$ cat config.mk
export PLATFORM = sky130hd
export DESIGN_NAME = mbox_host_if
export DESIGN_NICKNAME = d
export VERILOG_FILES = /design/src/rtl/mbox_pkg.sv /design/src/rtl/mbox_byte_fifo.sv /design/src/rtl/mbox_irq_ctrl.sv /design/src/rtl/mbox_host_if.sv
export SDC_FILE = /design/constraint.sdc
export NUM_CORES = 1
export LEC_CHECK = 0
export BUFFER_PORTS_ARGS = -buffer_cell sky130_fd_sc_hd__buf_2
export CORE_MARGIN = 2
export CORE_UTILIZATION = 30
export DETAILED_ROUTE_END_ITERATION = 8
export PLACE_DENSITY = 0.58
export SLEW_MARGIN = 25
export SYNTH_ARGS = -nofsm -noshare
export SYNTH_HDL_FRONTEND = slang
export SYNTH_SLANG_ARGS = --single-unit
export TNS_END_PERCENT = 30
$ cat constraint.sdc
create_clock -name clk -period 3.1 [get_ports clk]
set_clock_uncertainty 0.1 [all_clocks]
set_input_delay 0.155 -clock clk [delete_from_list [all_inputs] [get_ports clk]]
set_output_delay 0.155 -clock clk [all_outputs]
set_load 0.05 [all_outputs]
$ cat src/rtl/mbox_pkg.sv
package mbox_pkg;
  localparam int ADDR_W    = 3;
  localparam int REG_W     = 32;
  localparam int BYTE_W    = 8;
  localparam int BYTE_LSB  = 8;   // byte lane in data word
  localparam int NCOND     = 4;

  localparam logic [ADDR_W-1:0] OFS_INTR = 3'd0;
  localparam logic [ADDR_W-1:0] OFS_DATA = 3'd1;
  localparam logic [ADDR_W-1:0] OFS_STAT = 3'd2;

  // condition bit positions, shared by status and request fields
  localparam int C_TX_EMPTY = 0;
  localparam int C_TX_ROOM  = 1;
  localparam int C_RX_AVAIL = 2;
  localparam int C_RX_LOST  = 3;
endpackage

$ cat src/rtl/mbox_byte_fifo.sv
module mbox_byte_fifo #(
  parameter int DEPTH = 8,
  parameter int WIDTH = 8
) (
  input  logic             clk,
  input  logic             rst,
  input  logic             push,
  input  logic [WIDTH-1:0] push_data,
  input  logic             pop,
  output logic [WIDTH-1:0] head,
  output logic             empty,
  output logic             full
);
  localparam int PTR_W = (DEPTH > 1) ? $clog2(DEPTH) : 1;
  localparam int CNT_W = $clog2(DEPTH + 1);
  localparam logic [PTR_W-1:0] LAST = PTR_W'(DEPTH - 1);
  localparam logic [CNT_W-1:0] FULL_CNT = CNT_W'(DEPTH);

  logic [WIDTH-1:0] mem [DEPTH];
  logic [PTR_W-1:0] wr_ptr, rd_ptr;
  logic [CNT_W-1:0] count;
  logic             do_push, do_pop;

  assign empty   = (count == '0);
  assign full    = (count == FULL_CNT);
  assign do_push = push && !full;
  assign do_pop  = pop && !empty;
  assign head    = mem[rd_ptr];

  always_ff @(posedge clk) begin
    if (do_push) mem[wr_ptr] <= push_data;
  end

  always_ff @(posedge clk) begin
    if (rst) begin
      wr_ptr <= '0;
      rd_ptr <= '0;
      count  <= '0;
    end else begin
      if (do_push) wr_ptr <= (wr_ptr == LAST) ? '0 : wr_ptr + 1'b1;
      if (do_pop)  rd_ptr <= (rd_ptr == LAST) ? '0 : rd_ptr + 1'b1;
      case ({do_push, do_pop})
        2'b10:   count <= count + 1'b1;
        2'b01:   count <= count - 1'b1;
        default: count <= count;
      endcase
    end
  end

  // occupancy never passes the depth
  assert_count_bound_R3: assert property (@(posedge clk) disable iff (rst)
    count <= FULL_CNT);

  // popping an empty queue leaves the read side untouched
  assert_empty_pop_stable_R5: assert property (@(posedge clk) disable iff (rst)
    (pop && empty && !push) |=> ($stable(rd_ptr) && empty));
endmodule

$ cat src/rtl/mbox_irq_ctrl.sv
module mbox_irq_ctrl #(
  parameter int NLVL = 3,
  parameter logic [NLVL-1:0] LVL_RST = '0
) (
  input  logic              clk,
  input  logic              rst,
  input  logic [NLVL-1:0]   lvl_i,
  input  logic              evt_i,
  input  logic              wr_en,
  input  logic [2*(NLVL+1)-1:0] wr_data,
  output logic [NLVL:0]     req_o,
  output logic [NLVL:0]     en_o,
  output logic              irq_o
);
  localparam int NC = NLVL + 1;

  logic [NLVL-1:0] lvl_prev;
  logic [NC-1:0]   req_q, en_q, req_d, en_d, set_v, clr_v;
  logic            irq_q;

  for (genvar i = 0; i < NLVL; i++) begin : g_edge
    assign set_v[i] = lvl_i[i] && !lvl_prev[i];
  end
  assign set_v[NC-1] = evt_i;

  assign clr_v = wr_en ? wr_data[NC-1:0] : '0;
  assign req_d = (req_q & ~clr_v) | set_v;   // set wins
  assign en_d  = wr_en ? wr_data[2*NC-1:NC] : en_q;

  always_ff @(posedge clk) begin
    if (rst) begin
      lvl_prev <= LVL_RST;
      req_q    <= '0;
      en_q     <= '0;
      irq_q    <= 1'b0;
    end else begin
      lvl_prev <= lvl_i;
      req_q    <= req_d;
      en_q     <= en_d;
      irq_q    <= |(req_d & en_d);
    end
  end

  assign req_o = req_q;
  assign en_o  = en_q;
  assign irq_o = irq_q;

  // a rising condition always leaves its request set
  for (genvar j = 0; j < NLVL; j++) begin : g_chk
    assert_edge_sets_req_R7: assert property (@(posedge clk) disable iff (rst)
      (lvl_i[j] && !lvl_prev[j]) |=> req_q[j]);
  end

  // with every enable clear the line stays low
  assert_irq_needs_enable_R8: assert property (@(posedge clk) disable iff (rst)
    (en_q == '0) |-> !irq_q);
endmodule

$ cat src/rtl/mbox_host_if.sv
module mbox_host_if
  import mbox_pkg::*;
#(
  parameter int DEPTH = 8
) (
  input  logic        clk,
  input  logic        rst,
  input  logic        reg_wr,
  input  logic        reg_rd,
  input  logic [2:0]  reg_addr,
  input  logic [31:0] reg_wdata,
  output logic [31:0] reg_rdata,
  output logic        irq_o,
  output logic        tx_byte_valid,
  output logic [7:0]  tx_byte_data,
  input  logic        tx_byte_ready,
  input  logic        rx_byte_valid,
  input  logic [7:0]  rx_byte_data,
  output logic        rx_byte_ready
);
  localparam int NLVL = NCOND - 1;

  logic              tx_empty, tx_full, rx_empty, rx_full;
  logic [BYTE_W-1:0] tx_head, rx_head;
  logic              wr_data_hit, rd_data_hit, wr_intr_hit, wr_stat_hit;
  logic              rx_drop, ovf_q;
  logic [NLVL-1:0]   lvl;
  logic [NCOND-1:0]  req, en, stat_v;
  logic [REG_W-1:0]  rd_mux, rdata_q;

  assign wr_data_hit = reg_wr && (reg_addr == OFS_DATA);
  assign rd_data_hit = reg_rd && (reg_addr == OFS_DATA);
  assign wr_intr_hit = reg_wr && (reg_addr == OFS_INTR);
  assign wr_stat_hit = reg_wr && (reg_addr == OFS_STAT);

  mbox_byte_fifo #(.DEPTH(DEPTH), .WIDTH(BYTE_W)) u_tx_fifo (
    .clk       (clk),
    .rst       (rst),
    .push      (wr_data_hit),
    .push_data (reg_wdata[BYTE_LSB +: BYTE_W]),
    .pop       (tx_byte_ready),
    .head      (tx_head),
    .empty     (tx_empty),
    .full      (tx_full)
  );

  mbox_byte_fifo #(.DEPTH(DEPTH), .WIDTH(BYTE_W)) u_rx_fifo (
    .clk       (clk),
    .rst       (rst),
    .push      (rx_byte_valid),
    .push_data (rx_byte_data),
    .pop       (rd_data_hit),
    .head      (rx_head),
    .empty     (rx_empty),
    .full      (rx_full)
  );

  assign tx_byte_valid = !tx_empty;
  assign tx_byte_data  = tx_head;
  assign rx_byte_ready = !rx_full;
  assign rx_drop       = rx_byte_valid && rx_full;

  // sticky lost-byte status, write-one-to-clear, set wins
  always_ff @(posedge clk) begin
    if (rst) ovf_q <= 1'b0;
    else if (rx_drop) ovf_q <= 1'b1;
    else if (wr_stat_hit && reg_wdata[C_RX_LOST]) ovf_q <= 1'b0;
  end

  assign lvl[C_TX_EMPTY] = tx_empty;
  assign lvl[C_TX_ROOM]  = !tx_full;
  assign lvl[C_RX_AVAIL] = !rx_empty;
  assign stat_v = {ovf_q, lvl};

  mbox_irq_ctrl #(.NLVL(NLVL), .LVL_RST(3'b011)) u_irq (
    .clk     (clk),
    .rst     (rst),
    .lvl_i   (lvl),
    .evt_i   (rx_drop),
    .wr_en   (wr_intr_hit),
    .wr_data (reg_wdata[2*NCOND-1:0]),
    .req_o   (req),
    .en_o    (en),
    .irq_o   (irq_o)
  );

  always_comb begin
    rd_mux = '0;
    case (reg_addr)
      OFS_INTR: rd_mux[2*NCOND-1:0] = {en, req};
      OFS_DATA: if (!rx_empty) rd_mux[BYTE_LSB +: BYTE_W] = rx_head;
      OFS_STAT: rd_mux[NCOND-1:0] = stat_v;
      default:  rd_mux = '0;
    endcase
  end

  always_ff @(posedge clk) begin
    if (rst) rdata_q <= '0;
    else if (reg_rd) rdata_q <= rd_mux;
  end

  assign reg_rdata = rdata_q;

  // a dropped inbound byte always leaves the lost flag set
  assert_drop_flags_R6: assert property (@(posedge clk) disable iff (rst)
    rx_drop |=> (ovf_q && req[C_RX_LOST]));

  // reserved offsets read as zero
  assert_reserved_zero_R9: assert property (@(posedge clk) disable iff (rst)
    (reg_rd && reg_addr > OFS_STAT) |=> (reg_rdata == '0));

  // an accepted data write makes a byte available
  assert_write_visible_R2: assert property (@(posedge clk) disable iff (rst)
    (wr_data_hit && !tx_full && !tx_byte_ready) |=> tx_byte_valid);
endmodule

==> impl_metrics.yaml <==
routing:
  routed_wl_mm: 14.9
  wire_per_inst_um: 16.2
  via_per_inst: 4.59
  final_antenna_net_count: 0
  vias: 4207
  drc_errors: 0
  first_iter_violations: 267
  first_pass_iters: 4
logic_synthesis:
  synthFlopType: "edfxtp_1"
  synth_seq_area_share_pct: 67.5
  syn_inst: 478
  synth.distinct_cells: 45
  netlist_top_cells_area: "edfxtp_1, dfxtp_1, mux4_2"
  yosysMostFrequentCell: "edfxtp_1"
  synth_area_um2: 7330
  synth_common_cells: "edfxtp_1, dfxtp_1, nor2_1, mux4_2, a21oi_1"
  ys_seq_elements: 183
  avgSynthCellArea_um2: 15.3
  synth_top_area_share_pct: 52.4
  ys_warn_count: 0
  synth_top_area_cell: "edfxtp_1"
  synth_edf_count: 128
  ys_async_sr_fraction_pct: 0
pwr:
  p_switching_mw: 1.39
  power_frac_comb_pct: 9.3
  swShare_pct: 26.1
  power.density_nw_per_um2: 603
  internal_power_mw: 3.94
  leakage_nw: 3.11
  ir_drop_uv: 340
  p_clk_share_pct: 40.1
  seq_power_share_pct: 50.6
placed_design:
  gp_congestion: 0.784
  port_buffers: 59
  pre_cts_ws_ns: 0.325
  dpl_cell_area_um2: 7990
  dp_hpwl_mm: 9.92
global_route:
  grt_overflow: 0
  antenna_found_initial: 0
  grt.total_usage_pct: 12.1
  grt_start_max_net_pins: 50
  grt_pass1_wl_mm: 23.6
  grt_pass1_vias: 4409
job:
  drv_cap: 0
clocking:
  cts.sinks: 183
  clock_path_buffers: 2
  cts_root_buf: "clkbuf_16"
  post_cts_buffers: 0
  clkTransAtPathRegs_ns: 0.07
  ctsResizeCount: 0
  cts_tree: "built"
  insertion_delay_ns: 0.43
  cts_buffers: 17
  htree_levels: 4
cells_and_area:
  stdcell_area_um2: 8840
  synthToLayoutAreaGrowth_pct: 20.7
  layout.nets: 642
  drive_gt1_share_pct: 26.5
  n_fill_cell: 2306
  antenna_cells: 0
  final_core_util_pct: 36.6
die:
  dieArea_um2: 25700
  die-height_um: 160
  die_w_um: 160
  fp.coreArea_um2: 24200
  std_cell_rows: 57
  ios: 92
  start_util_pct: 30.3
sta:
  fmax_mhz: 355
  slew_headroom_pct: 37.5
  finalSetupTns_ns: 0
  rsz0062_at_grt: "no"
  hold-worst-slack_ns: 0.0245
  fin_crit_sh_pct: 91.0
  final.setup.worst_slack_ns: 0.279
  setup_viol: 0
  hold_viol: 0
  finalCriticalPeriod_ns: 2.82
  maxSlewViolCount: 0
  worst-slew-pin-transition_ns: 0.937
worst_setup_path:
  cp.required_ns: 3.35
  cp-end-kind: "flip-flop"
  cp_top_family: "simple AND/OR/NAND/NOR gates"
  r2r-start: "u_rx_fifo.count[1]"
  timing.critical_path.buf_inv: 0
  arrival_ns: 3.07
  crit_type: "flip-flop to flip-flop"
  cpPeakStageDelay_ns: 0.40
  path_max_fanout: 10
  critPathLaunchType: "flip-flop"
  startpoint: "u_rx_fifo.count[1]"
  cp_cell_sequence: "nor3_1 > nand2_1 > nand2_1 > ha_1 > xor2_1 > ha_1 > a21oi_1 > xor2_1 > or3_1 > a21oi_1"
  crit_slowest_cell: "dfxtp_1"
outcome:
  status: "complete, no violations"
worst_hold_path:
  worstHoldStart: "reg_wr"
  min_path_type: "input pin to flip-flop"
cell usage in the layout (no fill, tap or decap), types with 2 or more instances in the layout:
cell	n
clkinv_8	2
a32oi_1	2
or3_1	4
dlygate4sd3_1	26
nor4bb_1	2
nand2b_1	5
edfxtp_1	128
inv_8	6
buf_2	59
nand3_2	2
xor2_1	6
ha_1	14
a221oi_1	3
nand3_1	7
conb_1	16
dfxtp_1	55
nor4_1	3
clkbuf_16	17
o22a_1	2
mux2i_1	16
nor3b_1	3
buf_4	19
inv_1	4
nor2_1	48
mux2_2	8
o21ai_0	5
mux4_2	32
inv_6	4
nor2b_1	2
a21oi_1	30
or4_1	2
nand2_1	25
nor3_1	18
o21a_1	2
cell type report:
type                            instances  area, um^2  share of cell area, %
Multi-Input combinational cell        269        2190                   24.8
Clock buffer                           17         425                   4.81
Tap cell                              324         405                   4.58
Inverter                                4        15.0                  0.170
Sequential cell                       183        4940                   55.9
Timing Repair Buffer                  104         698                   7.89
Clock inverter                         15         165                   1.87
per-layer routing:
metal / vias up / wire (um) / global-route usage (%)
met5: - / 0 / 0
met2: 75 / 8020 / 22.2
met1: 2116 / 6180 / 13.9
met3: 20 / 472 / 2.84
li1: 1996 / - / -
met4: 0 / 178 / 3.77
power groups by stage:
stage | clock network (mW) | logic, mW | registers, mW
global placement | 0 | 0.464 | 2.75
floorplan | 0 | 0.369 | 2.75
detailed placement | 0 | 0.476 | 2.75
CTS | 2.20 | 0.503 | 2.70
finish | 2.14 | 0.498 | 2.70
global route | 2.29 | 0.541 | 2.71
state kept, by name, indices dropped and copies added, names as in the netlist, named ones only:
signal	cells
u_rx_fifo.wr_ptr	3
u_irq.lvl_prev	3
u_tx_fifo.count	4
u_irq.req_o	4
reg_rdata	16
ovf_q	1
u_rx_fifo.count	4
u_irq.irq_o	1
u_rx_fifo.rd_ptr	3
u_tx_fifo.wr_ptr	3
u_tx_fifo.rd_ptr	3
u_rx_fifo.mem	64
u_tx_fifo.mem	64
u_irq.en_o	4
cell families (layout without fill, tap and decap cells):
family                   after synthesis  in the layout  synth area share (%)
AND/OR/NAND/NOR                      128            128                  8.71
multiplexers                          56             56                  13.2
buffers and inverters                 41            140                  3.41
AO/OA/AOI/OAI                         48             48                  3.89
other                                  1             16                0.0512
XOR/XNOR                               7              7                 0.836
flip-flops                           183            183                  67.5
adder cells (fa/ha/maj)               14             14                  2.39
worst paths after layout:
kind,to,slack [ns],cells after the start
setup reg to reg,u_rx_fifo.count[2],0.28,10
hold reg to reg,reg_rdata[4],0.38,2
setup / recovery,u_rx_fifo.count[2],0.28,10
hold / removal,ovf_q,0.02,4
through the flow:
step | total power, mW | instances
floorplan | 3.12 | 493
global placement | 3.21 | 858
detailed placement | 3.23 | 858
CTS | 5.40 | 916
global route | 5.54 | 916
finish | 5.33 | 916
tightest hold or removal path, delay by kind of cell:
| kind | cells | cell delay, ns |
|---|---|---|
| AND/OR/NAND/NOR | 2 | 0.16 |
| AO/OA/AOI/OAI | 1 | 0.06 |
| buffers and inverters | 1 | 0.13 |
repair_timing:
| action | CTS | global route |
|---|---|---|
| endpoints found under the hold margin | 145 | 0 |
| setup endpoints to repair | 0 | 0 |
| hold buffers | 26 | 0 |
No activity file was read; power rests on OpenSTA's default activity.
